===== src/rtl/sdb_pkg.sv =====
package sdb_pkg;

  typedef enum logic [1:0] {
    LK_NONE = 2'd0,
    LK_FWD  = 2'd1,
    LK_WAIT = 2'd2
  } lk_res_e;

endpackage


===== src/rtl/sdb_ctrl.sv =====
module sdb_ctrl #(
  parameter int DEPTH = 4,
  localparam int PTR_W = $clog2(DEPTH),
  localparam int CNT_W = PTR_W + 1
) (
  input  logic             clk,
  input  logic             rst_n,
  input  logic             push_req,
  input  logic             pop_req,
  output logic             push_ok,
  output logic             pop_ok,
  output logic             full,
  output logic             empty,
  output logic [PTR_W-1:0] head,
  output logic [PTR_W-1:0] tail,
  output logic [CNT_W-1:0] cnt
);

  logic [PTR_W-1:0] head_q, head_d;
  logic [PTR_W-1:0] tail_q, tail_d;
  logic [CNT_W-1:0] cnt_q, cnt_d;

  assign full    = (cnt_q == CNT_W'(DEPTH));
  assign empty   = (cnt_q == '0);
  assign pop_ok  = pop_req && !empty;
  // A retiring entry frees a slot in the same cycle.
  assign push_ok = push_req && (!full || pop_ok);

  always_comb begin
    head_d = head_q;
    tail_d = tail_q;
    cnt_d  = cnt_q;
    if (pop_ok) begin
      head_d = head_q + PTR_W'(1);
    end
    if (push_ok) begin
      tail_d = tail_q + PTR_W'(1);
    end
    case ({push_ok, pop_ok})
      2'b10:   cnt_d = cnt_q + CNT_W'(1);
      2'b01:   cnt_d = cnt_q - CNT_W'(1);
      default: cnt_d = cnt_q;
    endcase
  end

  always_ff @(posedge clk or negedge rst_n) begin
    if (!rst_n) begin
      head_q <= '0;
      tail_q <= '0;
      cnt_q  <= '0;
    end else begin
      if (pop_ok)           head_q <= head_d;
      if (push_ok)          tail_q <= tail_d;
      if (push_ok ^ pop_ok) cnt_q  <= cnt_d;
    end
  end

  assign head = head_q;
  assign tail = tail_q;
  assign cnt  = cnt_q;

  AST_NO_OVERFLOW: assert property (@(posedge clk) disable iff (!rst_n)
    cnt_q <= CNT_W'(DEPTH));

  AST_PTR_GAP: assert property (@(posedge clk) disable iff (!rst_n)
    (tail_q - head_q) == cnt_q[PTR_W-1:0]);

endmodule


===== src/rtl/sdb_store.sv =====
module sdb_store #(
  parameter int ADDR_W = 16,
  parameter int DATA_W = 32,
  parameter int DEPTH  = 4,
  localparam int BE_W  = DATA_W / 8,
  localparam int PTR_W = $clog2(DEPTH)
) (
  input  logic                         clk,
  input  logic                         we,
  input  logic [PTR_W-1:0]             wslot,
  input  logic [ADDR_W-1:0]            waddr,
  input  logic [DATA_W-1:0]            wdata,
  input  logic [BE_W-1:0]              wbe,
  output logic [DEPTH-1:0][ADDR_W-1:0] addr_arr,
  output logic [DEPTH-1:0][DATA_W-1:0] data_arr,
  output logic [DEPTH-1:0][BE_W-1:0]   be_arr
);

  logic [DEPTH-1:0] slot_en;

  for (genvar g = 0; g < DEPTH; g++) begin : g_dec
    assign slot_en[g] = we && (wslot == PTR_W'(g));
  end

  // Payload registers carry no reset; occupancy lives in the controller.
  always_ff @(posedge clk) begin
    for (int i = 0; i < DEPTH; i++) begin
      if (slot_en[i]) begin
        addr_arr[i] <= waddr;
        data_arr[i] <= wdata;
        be_arr[i]   <= wbe;
      end
    end
  end

endmodule


===== src/rtl/sdb_lookup.sv =====
module sdb_lookup
  import sdb_pkg::*;
#(
  parameter int ADDR_W = 16,
  parameter int DATA_W = 32,
  parameter int DEPTH  = 4,
  localparam int BE_W  = DATA_W / 8,
  localparam int OFF_W = $clog2(BE_W),
  localparam int PTR_W = $clog2(DEPTH),
  localparam int CNT_W = PTR_W + 1
) (
  input  logic                         clk,
  input  logic                         rst_n,
  input  logic                         rd_valid,
  input  logic [ADDR_W-1:0]            rd_addr,
  input  logic [BE_W-1:0]              rd_be,
  input  logic [DEPTH-1:0][ADDR_W-1:0] addr_arr,
  input  logic [DEPTH-1:0][DATA_W-1:0] data_arr,
  input  logic [DEPTH-1:0][BE_W-1:0]   be_arr,
  input  logic [PTR_W-1:0]             tail,
  input  logic [CNT_W-1:0]             cnt,
  output lk_res_e                      res,
  output logic [DATA_W-1:0]            fwd_data
);

  logic             found;
  logic [PTR_W-1:0] sel;
  logic [PTR_W-1:0] slot;
  logic             covers;

  // Walk from the youngest entry toward the oldest; the first hit wins.
  always_comb begin
    found = 1'b0;
    sel   = '0;
    slot  = '0;
    for (int k = 0; k < DEPTH; k++) begin
      slot = PTR_W'(int'(tail) + DEPTH - 1 - k);
      if (!found && (k < int'(cnt)) &&
          (addr_arr[slot][ADDR_W-1:OFF_W] == rd_addr[ADDR_W-1:OFF_W])) begin
        found = 1'b1;
        sel   = slot;
      end
    end
  end

  assign covers   = ((be_arr[sel] & rd_be) == rd_be);
  assign fwd_data = data_arr[sel];

  always_comb begin
    if (!rd_valid || !found) begin
      res = LK_NONE;
    end else if (covers) begin
      res = LK_FWD;
    end else begin
      res = LK_WAIT;
    end
  end

  AST_LOOKUP_IDLE: assert property (@(posedge clk) disable iff (!rst_n)
    (!rd_valid || cnt == '0) |-> res == LK_NONE);

  AST_FWD_COVERS: assert property (@(posedge clk) disable iff (!rst_n)
    res == LK_FWD |-> (be_arr[sel] | ~rd_be) == {BE_W{1'b1}});

endmodule


===== src/rtl/wt_store_buffer.sv =====
module wt_store_buffer
  import sdb_pkg::*;
#(
  parameter int ADDR_W = 16,
  parameter int DATA_W = 32,
  parameter int DEPTH  = 4,
  parameter int IDX_W  = 4,
  localparam int BE_W  = DATA_W / 8,
  localparam int OFF_W = $clog2(BE_W),
  localparam int PTR_W = $clog2(DEPTH),
  localparam int CNT_W = PTR_W + 1
) (
  input  logic              clk,
  input  logic              rst_n,
  input  logic              st_valid,
  input  logic              st_hit,
  input  logic [ADDR_W-1:0] st_addr,
  input  logic [DATA_W-1:0] st_data,
  input  logic [BE_W-1:0]   st_be,
  output logic              st_stall,
  output logic              inv_valid,
  output logic [IDX_W-1:0]  inv_index,
  output logic              mem_valid,
  output logic [ADDR_W-1:0] mem_addr,
  output logic [DATA_W-1:0] mem_data,
  output logic [BE_W-1:0]   mem_be,
  input  logic              mem_ack,
  input  logic              rd_valid,
  input  logic [ADDR_W-1:0] rd_addr,
  input  logic [BE_W-1:0]   rd_be,
  output logic              rd_fwd,
  output logic              rd_wait,
  output logic [DATA_W-1:0] rd_data,
  output logic              buf_empty
);

  logic [1:0] rst_sync_q;
  logic       core_rst_n;

  always_ff @(posedge clk or negedge rst_n) begin
    if (!rst_n) rst_sync_q <= 2'b00;
    else        rst_sync_q <= {rst_sync_q[0], 1'b1};
  end
  assign core_rst_n = rst_sync_q[1];

  logic                         push_ok, pop_ok, full, empty;
  logic [PTR_W-1:0]             head, tail;
  logic [CNT_W-1:0]             cnt;
  logic [DEPTH-1:0][ADDR_W-1:0] addr_arr;
  logic [DEPTH-1:0][DATA_W-1:0] data_arr;
  logic [DEPTH-1:0][BE_W-1:0]   be_arr;
  lk_res_e                      lk_res;

  sdb_ctrl #(.DEPTH(DEPTH)) u_ctrl (
    .clk      (clk),
    .rst_n    (core_rst_n),
    .push_req (st_valid),
    .pop_req  (mem_ack),
    .push_ok  (push_ok),
    .pop_ok   (pop_ok),
    .full     (full),
    .empty    (empty),
    .head     (head),
    .tail     (tail),
    .cnt      (cnt)
  );

  sdb_store #(.ADDR_W(ADDR_W), .DATA_W(DATA_W), .DEPTH(DEPTH)) u_store (
    .clk      (clk),
    .we       (push_ok),
    .wslot    (tail),
    .waddr    (st_addr),
    .wdata    (st_data),
    .wbe      (st_be),
    .addr_arr (addr_arr),
    .data_arr (data_arr),
    .be_arr   (be_arr)
  );

  sdb_lookup #(.ADDR_W(ADDR_W), .DATA_W(DATA_W), .DEPTH(DEPTH)) u_lookup (
    .clk      (clk),
    .rst_n    (core_rst_n),
    .rd_valid (rd_valid),
    .rd_addr  (rd_addr),
    .rd_be    (rd_be),
    .addr_arr (addr_arr),
    .data_arr (data_arr),
    .be_arr   (be_arr),
    .tail     (tail),
    .cnt      (cnt),
    .res      (lk_res),
    .fwd_data (rd_data)
  );

  assign st_stall  = st_valid && !push_ok;
  assign inv_valid = push_ok && !st_hit;
  assign inv_index = st_addr[OFF_W +: IDX_W];

  assign mem_valid = !empty;
  assign mem_addr  = addr_arr[head];
  assign mem_data  = data_arr[head];
  assign mem_be    = be_arr[head];

  assign rd_fwd    = (lk_res == LK_FWD);
  assign rd_wait   = (lk_res == LK_WAIT);
  assign buf_empty = empty;

  AST_MEM_HOLD: assert property (@(posedge clk) disable iff (!core_rst_n)
    mem_valid && !mem_ack |=> mem_valid && $stable(mem_addr) &&
                              $stable(mem_data) && $stable(mem_be));

  AST_STALL_ONLY_FULL: assert property (@(posedge clk) disable iff (!core_rst_n)
    st_stall |-> cnt == CNT_W'(DEPTH) && !mem_ack);

  AST_INV_ON_MISS: assert property (@(posedge clk) disable iff (!core_rst_n)
    inv_valid |-> st_valid && !st_hit && !st_stall);

  AST_FWD_WAIT_EXCL: assert property (@(posedge clk) disable iff (!core_rst_n)
    !(rd_fwd && rd_wait));

  AST_EMPTY_FALLS: assert property (@(posedge clk) disable iff (!core_rst_n)
    buf_empty && st_valid && !st_stall |=> !buf_empty);

endmodule


===== config.mk =====
export PLATFORM = sky130hd
export DESIGN_NAME = wt_store_buffer
export DESIGN_NICKNAME = d
export VERILOG_FILES = /design/src/rtl/sdb_pkg.sv /design/src/rtl/sdb_ctrl.sv /design/src/rtl/sdb_store.sv /design/src/rtl/sdb_lookup.sv /design/src/rtl/wt_store_buffer.sv
export SDC_FILE = /design/constraint.sdc
export NUM_CORES = 1
export LEC_CHECK = 0
export BUFFER_PORTS_ARGS = -buffer_cell sky130_fd_sc_hd__buf_2
export CELL_PAD_IN_SITES_DETAIL_PLACEMENT = 1
export CELL_PAD_IN_SITES_GLOBAL_PLACEMENT = 1
export CORE_MARGIN = 3
export CORE_UTILIZATION = 48
export CTS_BUF_LIST = sky130_fd_sc_hd__clkbuf_16
export CTS_CLUSTER_DIAMETER = 100
export DETAILED_ROUTE_END_ITERATION = 6
export PLACE_DENSITY = 0.91
export SETUP_SLACK_MARGIN = 0.3
export SYNTH_ARGS = -nofsm -noshare
export SYNTH_HDL_FRONTEND = slang
export SYNTH_SLANG_ARGS = --single-unit

===== constraint.sdc =====
create_clock -name clk -period 5.9 [get_ports clk]
set_input_delay 0.885 -clock clk [delete_from_list [all_inputs] [get_ports clk]]
set_output_delay 0.885 -clock clk [all_outputs]
set_load 0.005 [all_outputs]

Word level (Yosys, flattened, before mapping)

Index checks and enable logic that the tools add are counted.

RAM bits: 0
Memory bits (read-only): 0
Latch bits: 0
Word-level logic and storage cells: 109
Output and inout bits: 94
Memories kept: 0
Bits in registers: 217

Shifts and indexed selects: 0
$add $sub $neg: 9
Multipliers: 0
Reductions and logical operators: 30
$lt $le $gt $ge: 10
Bitwise gates (word level): 2
Equal/unequal tests: 13
Multiplexer cells: 29
Div/mod/pow operators: 0

Operators with widths:

| operator            | number |
|---|---|
| $bmux 16 s2         | 5 |
| $bmux 32 s2         | 2 |
| $mux 16             | 5 |
| $mux 32             | 2 |
| $eq 14x14->1        | 4 |
| $lt 2x3->1 const B  | 6 |
| $bmux 4 s2          | 2 |
| $logic_and 1x1->1   | 15 |
| $mux 2              | 6 |
| $logic_not 1->1     | 9 |
| $eq 2x2->1 const B  | 4 |
| $mux 4              | 2 |
| $add 2x1->2 const B | 3 |
| $eq 2x1->1 const B  | 3 |
| $lt 1x3->1 const A  | 2 |
| $lt 2x3->1 const A  | 2 |
| $pmux 3 s2          | 1 |
| $sub 2x2->2 const B | 3 |
| $and 4x4->4         | 1 |
| $eq 4x4->1          | 1 |
| $mux 1              | 4 |
| $add 3x1->3 const B | 1 |
| $eq 3x3->1 const B  | 1 |
| $logic_not 3->1     | 1 |
| 7 further kinds     | 8 |

Logic depth before layout (Yosys ltp)

Depth in word-level cells: 26
Mapped depth: 22
Gate-level depth less buffers: 13

Modules after synthesis

A second synthesis with hierarchy kept.

Cells, all modules: 768
Area, all modules: 11975.2 um^2

By module, submodules not included:

| module          | area each (um^2) | sequential area each (um^2) | times used | cells an instance |
|---|---|---|---|---|
| sdb_store       | 6283.5           | 6246.0                      | 1          | 212 |
| sdb_lookup      | 3908.7           | 0.0                         | 1          | 449 |
| wt_store_buffer | 1431.4           | 50.0                        | 1          | 76 |
| sdb_ctrl        | 351.6            | 175.2                       | 1          | 31 |

Worst setup path after synthesis

Ideal clock, no wire load.

Kind: register to output
Start point: register u_ctrl.tail_q[0] (netlist: u_ctrl.tail[0])
End point: output rd_fwd
Arrival time: 4.497 ns
Slack: 0.518 ns
Cell stages (with the launch flop): 23
Data required time: 5.015 ns
Path buffers: 9
Cells stage by stage: dfrtp_1 -> buf_4 -> inv_1 -> buf_2 -> buf_2 -> ha_1 -> buf_6 -> buf_12 -> buf_12 -> buf_6 -> mux2_1 -> mux2i_1 -> xnor2_1 -> nand3_1 -> or4_4 -> buf_6 -> nand2_2 -> nor3b_1 -> a2111o_1 -> buf_2 -> mux2_4 -> a32oi_1 -> and4b_1

Longest elaborated chain between the ends: 26

Ends and longest elaborated chain:

| item                          | line                   | text |
|---|---|---|
| from (decl)                   | sdb_ctrl.sv:20         | `logic [PTR_W-1:0] tail_q, tail_d;` |
| from (signal assigned)        | sdb_ctrl.sv:53         | `if (push_ok) tail_q <= tail_d;` |
| $add 2x1->2 *                 | sdb_lookup.sv:37       | `slot = PTR_W'(int'(tail) + DEPTH - 1 - k);` |
| $sub 2x2->2 *                 | sdb_lookup.sv:37       |  |
| $bmux 16 s2                   | sdb_lookup.sv:39       | `(addr_arr[slot][ADDR_W-1:OFF_W] == rd_addr[ADDR_W-1:OFF_W])) begin` |
| $mux 16 (implied by the code) | sdb_lookup.sv:39       |  |
| $eq 14x14->1                  | sdb_lookup.sv:39       |  |
| $logic_and 1x1->1             | sdb_lookup.sv:38       | `if (!found && (k < int'(cnt)) &&` |
| $mux 1                        | sdb_lookup.sv:38       |  |
| $logic_not 1->1               | sdb_lookup.sv:38       |  |
| [... 10 more ...]             | n/a                    |  |
| $mux 2                        | sdb_lookup.sv:38       |  |
| $bmux 4 s2                    | sdb_lookup.sv:46       | `assign covers = ((be_arr[sel] & rd_be) == rd_be);` |
| $mux 4 (implied by the code)  | sdb_lookup.sv:46       |  |
| $and 4x4->4                   | sdb_lookup.sv:46       |  |
| $eq 4x4->1                    | sdb_lookup.sv:46       |  |
| $mux 2                        | sdb_lookup.sv:52       | `end else if (covers) begin` |
| $mux 2 *                      | sdb_lookup.sv:50       | `if (!rd_valid \|\| !found) begin` |
| $eq 2x1->1 *                  | wt_store_buffer.sv:104 | `assign rd_fwd = (lk_res == LK_FWD);` |
| to (decl)                     | wt_store_buffer.sv:31  | `output logic rd_fwd,` |

Every way passes the cells marked *; elsewhere a longest branch is shown, timed or not. The select of a mux whose other input is x is not followed.

Final worst setup path

Start point: register u_ctrl.tail_q[1] (netlist: u_ctrl.tail[1])
End point: output rd_fwd

The elaborated chain is that of the path after synthesis.

==> impl_metrics.json <==
{
  "cap_violations": 0,
  "crit_path_start_kind": "flip-flop",
  "worstRegToRegCells": 5,
  "grt_pass1_vias": 8075,
  "rrSetupSlack_ps": 3080,
  "period_share_pct": 93.7,
  "htree_levels": 1,
  "critical_path_class": "flip-flop to primary output",
  "synthTopCellsByArea": "edfxtp_1, mux2i_1, mux4_2",
  "multi_input_area_mm2": 0.00517,
  "diodes": 0,
  "die_area_mm2": 0.0263,
  "gp_congestion": 0.892,
  "drv_slew": 0,
  "grt_pass1_wl_um": 46400,
  "cts_max_path_buffers": 3,
  "ctsHoldBuffers": 0,
  "synth_ff_type": "edfxtp_1",
  "hpwl_um": 20400,
  "final_area_mm2": 0.0141,
  "vdd_ir_drop_max_uv": 284,
  "path_cells": "inv_2 -> ha_4 -> buf_4 -> clkbuf_16 -> mux2i_2 -> nor2_1 -> nor3_2 -> a22oi_1 -> or4_4 -> nand3_1 -> o22ai_1 -> a2111o_2 -> mux2_4 -> a32oi_2 -> and4b_1 -> buf_2",
  "via_count": 7558,
  "timing.rr.end": "u_store.data_arr[91]",
  "r2r-start": "u_ctrl.tail[0]",
  "yosysMostFrequentCell": "edfxtp_1",
  "syn2layout_area_growth_pct": 20.8,
  "cts_buffers": 25,
  "fin_setup_tns_ps": 0,
  "synth_top_area_share_pct": 53.4,
  "async_reset_ff_share_pct": 4.15,
  "status": "finished, final reports clean",
  "grt_start_max_net_pins": 48,
  "synth-seq-area-share_pct": 55.3,
  "drt_iter0_markers": 504,
  "syn-num-nets": 830,
  "antenna_found_initial": 4,
  "routedWlPerCell_um": 25.0,
  "grt_usage_pct": 22.9,
  "yosys_warnings": 0,
  "ant_nets": 0,
  "fin_crit_ps": 5530,
  "placedCellCount": 1194,
  "clkSinkCount": 217,
  "die_w_um": 162,
  "clkSlewWorstSetupHoldPaths_ps": 60,
  "hold_slack_ps": 120,
  "crit_fanout": 12,
  "viasPerCell": 6.01,
  "ys_types": 69,
  "grt-ovfl-total": 0,
  "slew_headroom_pct": 32.3,
  "rows": 56,
  "worstPathArrival_ps": 4640,
  "rsz0062_at_grt": "false",
  "power_leakage_nw": 4.94,
  "routed_wl_um": 31400,
  "io_buffers": 169,
  "tightest_slew_ps": 1020,
  "finalNetCount": 1011,
  "ios": 172,
  "critPathCaptureType": "primary output",
  "setup_viol": 0,
  "synthTopCellsByCount": "edfxtp_1, mux2i_1, mux4_2",
  "fp.dieH_um": 162,
  "worst_hold_path_type": "flip-flop to async pin",
  "clock-root-buffer": "clkbuf_16",
  "yosys.area.top_type": "edfxtp_1",
  "synth-seq-cells": 217,
  "crit_required_ps": 5020,
  "synth_edf_count": 208,
  "max_stage_delay_ps": 610,
  "drive_gt1_share_pct": 40.0,
  "fmax_mhz": 181,
  "instances_no_fill": 1257,
  "syn_area_mm2": 0.0117,
  "finClkSkew_ps": 14.2,
  "power_density_mw_per_mm2": 514,
  "postSynthAreaPerCell_um2": 15.7,
  "floorplan.initialDensity_pct": 49.4,
  "clock_latency_ps": 520,
  "drc_errors": 0,
  "fill_cells": 2267,
  "cts_tree": "built",
  "placed_area_mm2": 0.0128,
  "crit_slowest_cell": "or4_4",
  "core_mm2": 0.0237,
  "netlist_instances": 743,
  "drt_pre_antenna_iters": 5,
  "finalHoldViolCount": 0,
  "regArea_mm2": 0.00648
}
-- layout by cell type, fill, tap and decap left out, types with 6 or more instances in the layout --
master	count
edfxtp_1	208
buf_2	169
xor2_1	10
buf_4	26
a21oi_1	7
inv_1	16
clkbuf_16	26
nor2_1	15
nand3_1	7
o211ai_1	8
dfrtp_1	6
nand4_1	8
xnor2_1	41
mux2i_2	11
o21ai_0	7
nand2_1	19
mux4_2	66
mux2_2	7
clkinv_1	6
mux2i_1	139
mux2i_4	9
ha_1	8
-- worst max-delay path by stage --
stage | from | endpoint
floorplan | u_ctrl.tail[0] | rd_fwd
global placement | u_ctrl.tail[1] | rd_fwd
detailed placement | u_ctrl.tail[1] | rd_fwd
CTS | u_ctrl.tail[1] | rd_data[5]
global route | u_ctrl.tail[1] | rd_fwd
finish | u_ctrl.tail[1] | rd_fwd
-- registers in the layout (all words and copies together), names as in the netlist --
signal            flops
u_store.data_arr    128
u_store.be_arr       16
u_store.addr_arr     64
u_ctrl.tail           2
rst_sync_q            2
u_ctrl.cnt            3
u_ctrl.head           2
-- routing by layer --
layer,track usage (%),up-vias,share of wire (%)
met5,0,-,0.17
met4,5.66,8,2.2
met3,5.13,52,6.5
met2,42.1,246,53
met1,27.5,3907,38
li1,-,3345,-
-- worst max-delay path: cells and delay by family, from the launching register on --
family                     cells  cell delay, ps
muxes                          2             600
and+or+nand+nor                5            1330
DFF                            1             360
AOI/OAI and AO/OA              4             950
buffers and inverters          4             490
adders and majority gates      1             370
-- final cells by class --
| cell class | instances | area share, % |
|---|---|---|
| clock buffers | 25 | 4.42 |
| clock inverters | 16 | 0.832 |
| inverters | 14 | 0.372 |
| multi-input cells | 458 | 36.6 |
| flip-flops and latches | 217 | 45.8 |
| well taps | 319 | 2.82 |
| repair buffers | 208 | 9.16 |
-- power breakdown --
part / internal [mW] / switching (mW)
Sequential: 2.04 / 0.301
Combinational: 1.77 / 1.73
Clock: 0.844 / 0.585
Total: 4.65 / 2.61
-- cells by family after synthesis --
| group | synth area share, % |
|---|---|
| compound gates | 4.12 |
| xor+xnor | 4.19 |
| fa+ha+maj | 0.962 |
| buf+inv | 3.35 |
| flops | 55.3 |
| mux | 27.8 |
| other cells | 0.0320 |
| simple gates | 4.26 |
-- per-stage QoR --
| stage | setup slack (ps) | utilization [%] | power, mW |
|---|---|---|---|
| 6_report | 374 | 59.7 | 7.27 |
| 5_1_grt | 254 | 59.7 | 7.63 |
| 3_5_place_dp | 214 | 54.1 | 5.37 |
| 3_3_place_gp | 310 | 54.1 | 5.27 |
| 2_1_floorplan | 518 | - | 4.48 |
| 4_1_cts | 318 | 58.4 | 6.99 |
-- timing repair --
item,CTS,global route
setup endpoints to repair,34,34
gates cloned,2,1
setup buffers,11,8
resized for setup,19,51
pin swaps,4,20
No activity file was read; power rests on OpenSTA's default activity.
